## config.mk

```make
export PLATFORM = sky130hd
export DESIGN_NAME = opexec_unit
export DESIGN_NICKNAME = d
export VERILOG_FILES = /design/src/rtl/opx_pkg.sv /design/src/rtl/opx_decode.sv /design/src/rtl/opx_alu.sv /design/src/rtl/opx_ccreg.sv /design/src/rtl/opexec_unit.sv
export SDC_FILE = /design/constraint.sdc
export NUM_CORES = 1
export LEC_CHECK = 0
export CORE_ASPECT_RATIO = 0.9
export CORE_MARGIN = 10
export CORE_UTILIZATION = 40
export DETAILED_ROUTE_END_ITERATION = 12
export PLACE_DENSITY = 0.79
export SYNTH_ARGS = -nofsm -noshare
export SYNTH_HDL_FRONTEND = slang
export SYNTH_SLANG_ARGS = --single-unit
```

## constraint.sdc

```tcl
create_clock -name clk -period 1.5 [get_ports clk]
set_input_delay 0.375 -clock clk [delete_from_list [all_inputs] [get_ports clk]]
set_output_delay 0.375 -clock clk [all_outputs]
set_load 0.1 [all_outputs]
```

## src/rtl/opx_pkg.sv

```systemverilog
package opx_pkg;
    localparam logic [3:0] OPC_ADD = 4'b0001;
    localparam logic [3:0] OPC_AND = 4'b0101;
    localparam logic [3:0] OPC_NOT = 4'b1001;

    typedef enum logic [1:0] {
        ALU_ADD = 2'd0,
        ALU_AND = 2'd1,
        ALU_NOT = 2'd2
    } alu_fn_t;

    typedef enum logic [1:0] {
        CC_NEG  = 2'd0,
        CC_ZERO = 2'd1,
        CC_POS  = 2'd2
    } cc_state_t;
endpackage

```

## src/rtl/opx_decode.sv

```systemverilog
module opx_decode
    import opx_pkg::*;
#(
    parameter int DATA_W = 16,
    parameter int IDX_W  = 3,
    parameter int IMM_W  = 5
) (
    input  logic [15:0]       word,
    output logic              is_op,
    output logic              bad_enc,
    output alu_fn_t           fn,
    output logic              use_imm,
    output logic [DATA_W-1:0] imm_ext,
    output logic [IDX_W-1:0]  dst,
    output logic [IDX_W-1:0]  src_a,
    output logic [IDX_W-1:0]  src_b
);
    localparam int EXT_W = DATA_W - IMM_W;

    logic [3:0]       opc;
    logic [IMM_W-1:0] imm_raw;

    assign opc     = word[15:12];
    assign dst     = word[11:9];
    assign src_a   = word[8:6];
    assign src_b   = word[2:0];
    assign imm_raw = word[IMM_W-1:0];
    assign imm_ext = {{EXT_W{imm_raw[IMM_W-1]}}, imm_raw};

    always_comb begin
        is_op   = 1'b0;
        bad_enc = 1'b0;
        fn      = ALU_ADD;
        use_imm = 1'b0;
        unique case (opc)
            OPC_ADD, OPC_AND: begin
                is_op   = 1'b1;
                fn      = (opc == OPC_ADD) ? ALU_ADD : ALU_AND;
                use_imm = word[5];
                bad_enc = !word[5] && (word[4:3] != 2'b00);
            end
            OPC_NOT: begin
                is_op   = 1'b1;
                fn      = ALU_NOT;
                bad_enc = (word[5:0] != 6'b111111);
            end
            default: begin
                is_op = 1'b0;
            end
        endcase
    end
endmodule

```

## src/rtl/opx_alu.sv

```systemverilog
module opx_alu
    import opx_pkg::*;
#(
    parameter int DATA_W = 16
) (
    input  alu_fn_t           fn,
    input  logic [DATA_W-1:0] opa,
    input  logic [DATA_W-1:0] opb,
    output logic [DATA_W-1:0] res
);
    always_comb begin
        unique case (fn)
            ALU_ADD: res = opa + opb;
            ALU_AND: res = opa & opb;
            ALU_NOT: res = ~opa;
            default: res = '0;
        endcase
    end
endmodule

```

## src/rtl/opx_ccreg.sv

```systemverilog
module opx_ccreg
    import opx_pkg::*;
#(
    parameter int DATA_W = 16
) (
    input  logic              clk,
    input  logic              rst_n,
    input  logic              upd,
    input  logic [DATA_W-1:0] result,
    output logic              flag_n,
    output logic              flag_z,
    output logic              flag_p
);
    cc_state_t state_q, state_d;

    always_ff @(posedge clk or negedge rst_n) begin
        if (!rst_n) state_q <= CC_ZERO;
        else        state_q <= state_d;
    end

    always_comb begin
        state_d = state_q;
        if (upd) begin
            if (result[DATA_W-1])   state_d = CC_NEG;
            else if (result == '0)  state_d = CC_ZERO;
            else                    state_d = CC_POS;
        end
    end

    always_comb begin
        unique case (state_q)
            CC_NEG:  {flag_n, flag_z, flag_p} = 3'b100;
            CC_ZERO: {flag_n, flag_z, flag_p} = 3'b010;
            CC_POS:  {flag_n, flag_z, flag_p} = 3'b001;
            default: {flag_n, flag_z, flag_p} = 3'b010;
        endcase
    end
endmodule

```

## src/rtl/opexec_unit.sv

```systemverilog
module opexec_unit
    import opx_pkg::*;
#(
    parameter int DATA_W = 16,
    parameter int IDX_W  = 3,
    parameter int IMM_W  = 5
) (
    input  logic              clk,
    input  logic              rst_n,
    input  logic              instr_valid,
    input  logic [15:0]       instr,
    output logic [IDX_W-1:0]  rd_a_idx,
    output logic [IDX_W-1:0]  rd_b_idx,
    input  logic [DATA_W-1:0] rd_a_data,
    input  logic [DATA_W-1:0] rd_b_data,
    output logic              wr_en,
    output logic [IDX_W-1:0]  wr_idx,
    output logic [DATA_W-1:0] wr_data,
    output logic              illegal_enc,
    output logic              not_operate,
    output logic              cc_n,
    output logic              cc_z,
    output logic              cc_p
);
    logic              dec_is_op, dec_bad, dec_imm;
    alu_fn_t           dec_fn;
    logic [DATA_W-1:0] dec_imm_ext, opb, alu_res;
    logic [IDX_W-1:0]  dec_dst;
    logic              commit;

    opx_decode #(.DATA_W(DATA_W), .IDX_W(IDX_W), .IMM_W(IMM_W)) u_dec (
        .word    (instr),
        .is_op   (dec_is_op),
        .bad_enc (dec_bad),
        .fn      (dec_fn),
        .use_imm (dec_imm),
        .imm_ext (dec_imm_ext),
        .dst     (dec_dst),
        .src_a   (rd_a_idx),
        .src_b   (rd_b_idx)
    );

    assign opb = dec_imm ? dec_imm_ext : rd_b_data;

    opx_alu #(.DATA_W(DATA_W)) u_alu (
        .fn  (dec_fn),
        .opa (rd_a_data),
        .opb (opb),
        .res (alu_res)
    );

    assign commit = instr_valid && dec_is_op && !dec_bad;

    opx_ccreg #(.DATA_W(DATA_W)) u_cc (
        .clk    (clk),
        .rst_n  (rst_n),
        .upd    (commit),
        .result (alu_res),
        .flag_n (cc_n),
        .flag_z (cc_z),
        .flag_p (cc_p)
    );

    always_ff @(posedge clk or negedge rst_n) begin
        if (!rst_n) begin
            wr_en       <= 1'b0;
            wr_idx      <= '0;
            wr_data     <= '0;
            illegal_enc <= 1'b0;
            not_operate <= 1'b0;
        end else begin
            wr_en       <= commit;
            illegal_enc <= instr_valid && dec_is_op && dec_bad;
            not_operate <= instr_valid && !dec_is_op;
            if (commit) begin
                wr_idx  <= dec_dst;
                wr_data <= alu_res;
            end
        end
    end
endmodule

```

======== Word-level counts from Yosys, hierarchy flattened ========
Index checks and enable logic that the tools add are counted.
word-level totals
  bits in registers ....................... 24
  bits in latches ......................... 0
  memory bits (writable) .................. 0
  ROM bits ................................ 0
  bits of input ports ..................... 51
  output and inout port bits .............. 31
  logic and storage cells ................. 43
  memories ................................ 0
operators by class
  add/subtract/negate cells ............... 1
  multipliers ............................. 0
  divide/modulo/power cells ............... 0
  magnitude comparators ................... 0
  equal/unequal tests ..................... 7
  shift operators ......................... 0
  muxes and demuxes ....................... 12
  bitwise operators ....................... 2
  reductions and logical operators ........ 15
operators with widths
  kind                                                                   count
  16-bit one-hot mux with 3 select lines                                 1
  16-bit adder                                                           1
  16-bit AND                                                             1
  16-bit zero test                                                       1
  16-bit 2-to-1 mux                                                      1
  16-bit NOT                                                             1
  1-bit 2-to-1 mux                                                       6
  6-bit inequality test, second input constant                           1
  1-bit logical AND                                                      5
  2-bit equality test, second input constant                             2
  4-bit by 1-bit equality test with 1-bit output, second input constant  1
  4-bit by 3-bit equality test with 1-bit output, second input constant  1
  4-bit equality test, second input constant                             1
  2-bit zero test                                                        2
  2-bit 2-to-1 mux                                                       2
  2-bit one-hot mux with 2 select lines                                  1
  2-bit OR reduction                                                     2
  1-bit zero test                                                        3
  3-bit OR reduction                                                     1
  2-bit by 1-bit equality test with 1-bit output, second input constant  1
  1-bit one-hot mux with 2 select lines                                  1
  2-bit nonzero test                                                     1

======== Depth between registers and ports, before layout ========
  depth in word-level cells ............... 9
  gate-level depth with buffers ........... 18
  gate-level depth less buffers ........... 15

======== Hierarchy ========
Synthesis repeated with hierarchy kept, for this count alone.
second synthesis, totals
  cell total of the unflattened synthesis .. 262
  area total of the unflattened synthesis .. 2,513.7 µm²
by module, submodules not included
  module       times used  cells each  area each (µm²)  seq. area each (µm²)
  opexec_unit  1           65          1,092.3          550.5
  opx_alu      1           145         1,024.7          0.0
  opx_decode   1           36          261.5            0.0
  opx_ccreg    1           16          135.1            51.3

======== Worst setup path after synthesis ========
OpenSTA, ideal clock, no wires.
  path type ............................... input -> register
  from .................................... in instr[12]
  to ...................................... reg u_cc.state_q[0]
  setup time .............................. 0.079 ns
  arrival ................................. 4.127 ns
  required time ........................... 1.421 ns
  path slack .............................. -2.706 ns
  cell stages on the path ................. 18
  buffers on the path ..................... 3
  path through ............................ nor2b_1 clkbuf_1 buf_1 clkbuf_1 nand3_1 mux2_2 ha_1 inv_1 fa_1 nand3b_1 a21oi_1 o2111a_1 nor4_1 or4_1 and3_1 nand3_1 nor4b_2 a32o_2
on the way
  word-level cells in the longest chain between the ends .. 9
  elaborated cells between the ends (all ways) .. 23
  those cells by class .................... add/sub (1); eq/ne (5); mux (9); bitwise (1); reduce/logical (7)
RTL lines
  element                                                                                                                  line                                source
  start: declaration                                                                                                       opexec_unit.sv:11                   input logic [15:0] instr,
  4-bit by 3-bit equality test with 1-bit output / 4-bit by 1-bit equality test with 1-bit output (equally long branches)  opx_decode.sv:35, opx_decode.sv:38
  2-bit OR reduction                                                                                                       n/a
  1-bit 2-to-1 mux                                                                                                         opx_decode.sv:35                    unique case (opc)
  16-bit 2-to-1 mux                                                                                                        opexec_unit.sv:43                   assign opb = dec_imm ? dec_imm_ext : rd_b_data;
  16-bit adder / 16-bit AND (equally long branches)                                                                        opx_alu.sv:13, opx_alu.sv:14
  16-bit one-hot mux with 3 select lines                                                                                   opx_alu.sv:12                       unique case (fn)
  16-bit zero test                                                                                                         opx_ccreg.sv:25                     else if (result == '0) state_d = CC_ZERO;
  2-bit 2-to-1 mux                                                                                                         opx_ccreg.sv:25
  2-bit 2-to-1 mux                                                                                                         opx_ccreg.sv:24                     if (result[DATA_W-1]) state_d = CC_NEG;
  end signal: assignment                                                                                                   opx_ccreg.sv:18                     else state_q <= state_d;
  end: declaration                                                                                                         opx_ccreg.sv:14                     cc_state_t state_q, state_d;
Parallel ways exist; a longest one is shown, timed or not.
A chain may end at the register's enable or synchronous reset.

======== Worst setup path in the final report ========
  from .................................... in instr[13]
  to ...................................... reg u_cc.state_q[0]
Same word-level chain as after synthesis.

==> results.json <==
{
  "status": "finished with violations",
  "violations": "negative setup slack",
  "drive_above_1_share_pct": 50.9,
  "rsz0062_at_grt": "yes",
  "synth.avg_cell_area_um2": 7.80,
  "clkSlewWorstSetupHoldPaths_ns": 0.10,
  "portBuffers": 75,
  "grt_util_all_layers_pct": 25.7,
  "setup_ws_ns": -2.05,
  "worstPathRequired_ns": 1.72,
  "hold_path.class": "input pin to async pin",
  "ir_drop_mv": 1.50,
  "nets": 541,
  "cts_buffers": 3,
  "htreeDepth": 1,
  "routed_wl_um": 13900,
  "start_util_pct": 41.3,
  "die_h_um": 92.7,
  "via_per_inst": 6.42,
  "max_freq_mhz": 282,
  "fin_crit_sh_pct": 237,
  "die-area_um2": 9340,
  "gr-total-overflow": 0,
  "ctsRootBufferMaster": "clkbuf_8",
  "dp_cells": 508,
  "grt_pass1_wl_um": 19300,
  "period_minus_slack_ns": 3.55,
  "insertion_delay_ns": 0.28,
  "synth_ff_type": "dfrtp_1",
  "start_kind": "input pin",
  "postSynth.asyncResetShare_pct": 100,
  "crit_family": "compound AO/OA/AOI/OAI gates",
  "final_antenna_net_count": 0,
  "synth-seq-area-share_pct": 25.6,
  "area_delta_synth_final_pct": 107,
  "antenna_found_initial": 1,
  "cts-hold-fix-buffers": 0,
  "grt_pass1_vias": 3531,
  "crit_fanout": 4,
  "drc": 0,
  "route.detailed.wl_per_inst_um": 25.7,
  "ctsLongestPathBuffers": 2,
  "critPathCaptureType": "flop",
  "maxCapViolCount": 0,
  "crit_arrival_ns": 3.77,
  "die_width_um": 101,
  "clock-sinks": 24,
  "yosys_warnings": 0,
  "drtIter0Drc": 390,
  "setup-tns-final_ns": -25.60,
  "rows": 26,
  "cp_slowest_stage_delay_ns": 0.39,
  "final-setup-viol-count": 24,
  "crit_path_top_delay_cell": "fa_2",
  "fin_skew_ns": 0,
  "cts_tree": "built",
  "finalPower_w": 0.00561,
  "path_buf_inv": 4,
  "path_class": "input pin to flop",
  "synth-seq-cells": 24,
  "synth_edf_count": 0,
  "dpl.hpwl_um": 7510,
  "cellPowerDensity_nw_per_um2": 1150,
  "syn_nets": 371,
  "layoutNonFillerInstCount": 541,
  "gp_congestion": 0.920,
  "slew_viol_final": 0,
  "hold_violations": 0,
  "crit_chain": "buf_8 > nor2b_4 > nand3_4 > mux2_4 > ha_4 > inv_4 > fa_2 > nand3b_1 > a21oi_2 > o2111a_2 > buf_6 > nor4_4 > buf_4 > o31ai_4 > xnor2_2 > a22oi_2 > nor4b_4 > a32o_2",
  "leakage_nw": 2.20,
  "tightest_slew_ns": 0.618,
  "netlist_area_um2": 2350,
  "synth.distinct_cells": 62,
  "ios": 82,
  "core-area_um2": 5690,
  "max_slew_margin_pct": 58.4,
  "grt_max_degree": 27,
  "vias": 3473,
  "drt_first_pass_iters": 5,
  "nFillCells": 256,
  "synth_cells": 301
}
==> timing repair <==
action,4_1_cts,5_1_grt
pin swaps,44,19
gates resized for setup,117,37
setup buffers,33,12
gates cloned,3,0
setup endpoints to repair,29,25
==> layer usage <==
layer	GRT usage, %	part of all wire (%)
met5	0	0
met4	14.0	7.0
met2	43.1	46
met3	5.42	10
met1	29.7	36
==> layout by cell type, fill, tap and decap left out, types with 4 or more instances in the layout <==
master           synthesis  layout
ha_1                    18      11
o21ai_1                  1       7
inv_1                    6       5
a21oi_1                 18      12
buf_2                    2       4
nand2_1                 65      62
a22oi_2                  0       5
nor2_1                  17      12
dfrtp_1                 23      23
o21ai_0                 28      14
mux2_2                   8       5
o21ai_2                  1       9
a211oi_2                 1       4
buf_12                   0      30
clkdlybuf4s50_1          0      36
xnor2_2                  0       4
buf_4                    6      91
a21oi_2                  0       6
ha_4                     0       5
buf_6                    0      15
==> sequential cells by signal, summed over array words and instances (netlist names) <==
register and cells:
wr_data 16, not_operate 1, wr_idx 3, u_cc.state_q 2, illegal_enc 1, wr_en 1
==> path summary, 6_finish.rpt <==
check,slack [ns],depth (start not counted),endpoint,from
min in group clk,0.60,2,wr_idx[2]$_DFFE_PN0P_,wr_idx[2]$_DFFE_PN0P_
worst max-delay path,-2.05,18,u_cc.state_q[0]$_DFFE_PN1P_,instr[13]
max in group asynchronous,0.69,2,u_cc.state_q[0]$_DFFE_PN1P_,rst_n
worst min-delay path,0.51,2,wr_data[9]$_DFFE_PN0P_,rst_n
worst max register to register,0.53,2,u_cc.state_q[0]$_DFFE_PN1P_,u_cc.state_q[0]$_DFFE_PN1P_
worst min register to register,0.60,2,wr_idx[2]$_DFFE_PN0P_,wr_idx[2]$_DFFE_PN0P_
==> final cells by class <==
class,count,area (um2),area share [%]
Multi-Input combinational cell,248,2080,42.8
Timing Repair Buffer,186,1980,40.8
Sequential cell,24,602,12.4
Tap cell,70,87.6,1.80
Clock buffer,3,41.3,0.848
Inverter,8,38.8,0.797
Clock inverter,1,30.0,0.617
Antenna cell,1,2.50,0.0514
==> cell usage after synthesis (2+ instances only) <==
cell type / n / area [um2]
xnor2_1: 7 / 61.3
buf_1: 2 / 7.51
nor2_1: 17 / 63.8
o221ai_1: 3 / 26.3
a22oi_1: 6 / 45.0
a21boi_0: 2 / 15.0
nor3_1: 3 / 15.0
a21oi_1: 18 / 90.1
nand3_1: 4 / 20.0
o21ai_0: 28 / 140
nand2b_1: 3 / 18.8
mux2_2: 8 / 90.1
a211oi_1: 4 / 30.0
nor4_1: 2 / 12.5
clkbuf_1: 11 / 41.3
nor2b_1: 5 / 31.3
clkinv_1: 2 / 7.51
and3_1: 3 / 18.8
nand2_1: 65 / 244
o211ai_1: 3 / 22.5
buf_2: 2 / 10.0
a32o_1: 2 / 20.0
xor2_1: 3 / 26.3
buf_4: 6 / 45.0
a311o_1: 3 / 30.0
a31oi_1: 2 / 12.5
inv_1: 6 / 22.5
nand3b_1: 2 / 15.0
nand4_1: 2 / 12.5
ha_1: 18 / 225
a21o_1: 3 / 22.5
or3_1: 3 / 18.8
dfrtp_1: 23 / 576
o31ai_1: 2 / 15.0
==> logic make-up (layout without fill, tap and decap cells) <==
family	count (synthesis)	after routing	share of synthesized area, %
AOI/OAI and AO/OA	96	96	28.4
and+or+nand+nor	115	115	22.3
adders and majority gates	19	19	10.4
DFF	24	24	25.6
muxes	8	8	3.84
buffers and inverters	29	198	5.70
other	0	1	0
xor gates and xnor gates	10	10	3.73
==> through the flow <==
stage | instance area, um2 | setup slack, ns | hold WS, ns | utilization, %
6_report | 4870 | -2.05 | 0.514 | 85.5
5_1_grt | 4870 | -2.05 | 0.535 | 85.5
4_1_cts | 4740 | -1.66 | 0.479 | 83.3
3_5_place_dp | 4110 | -2.56 | 0.529 | 72.1
3_3_place_gp | 4110 | -2.47 | 0.523 | 72.1
2_1_floorplan | 2530 | -2.03 | 0.0794 | -
==> worst register-to-register path: stages, from the launching register on <==
cell and delay, ns:
dfstp_2 0.64, buf_4 0.15, a32o_2 0.13
==> where the power goes <==
part | switching (W) | internal (W)
Clock | 0.000239 | 0.000358
Combinational | 0.00237 | 0.00161
Sequential | 0.000220 | 0.000808
(Power assumes the default switching activity.)
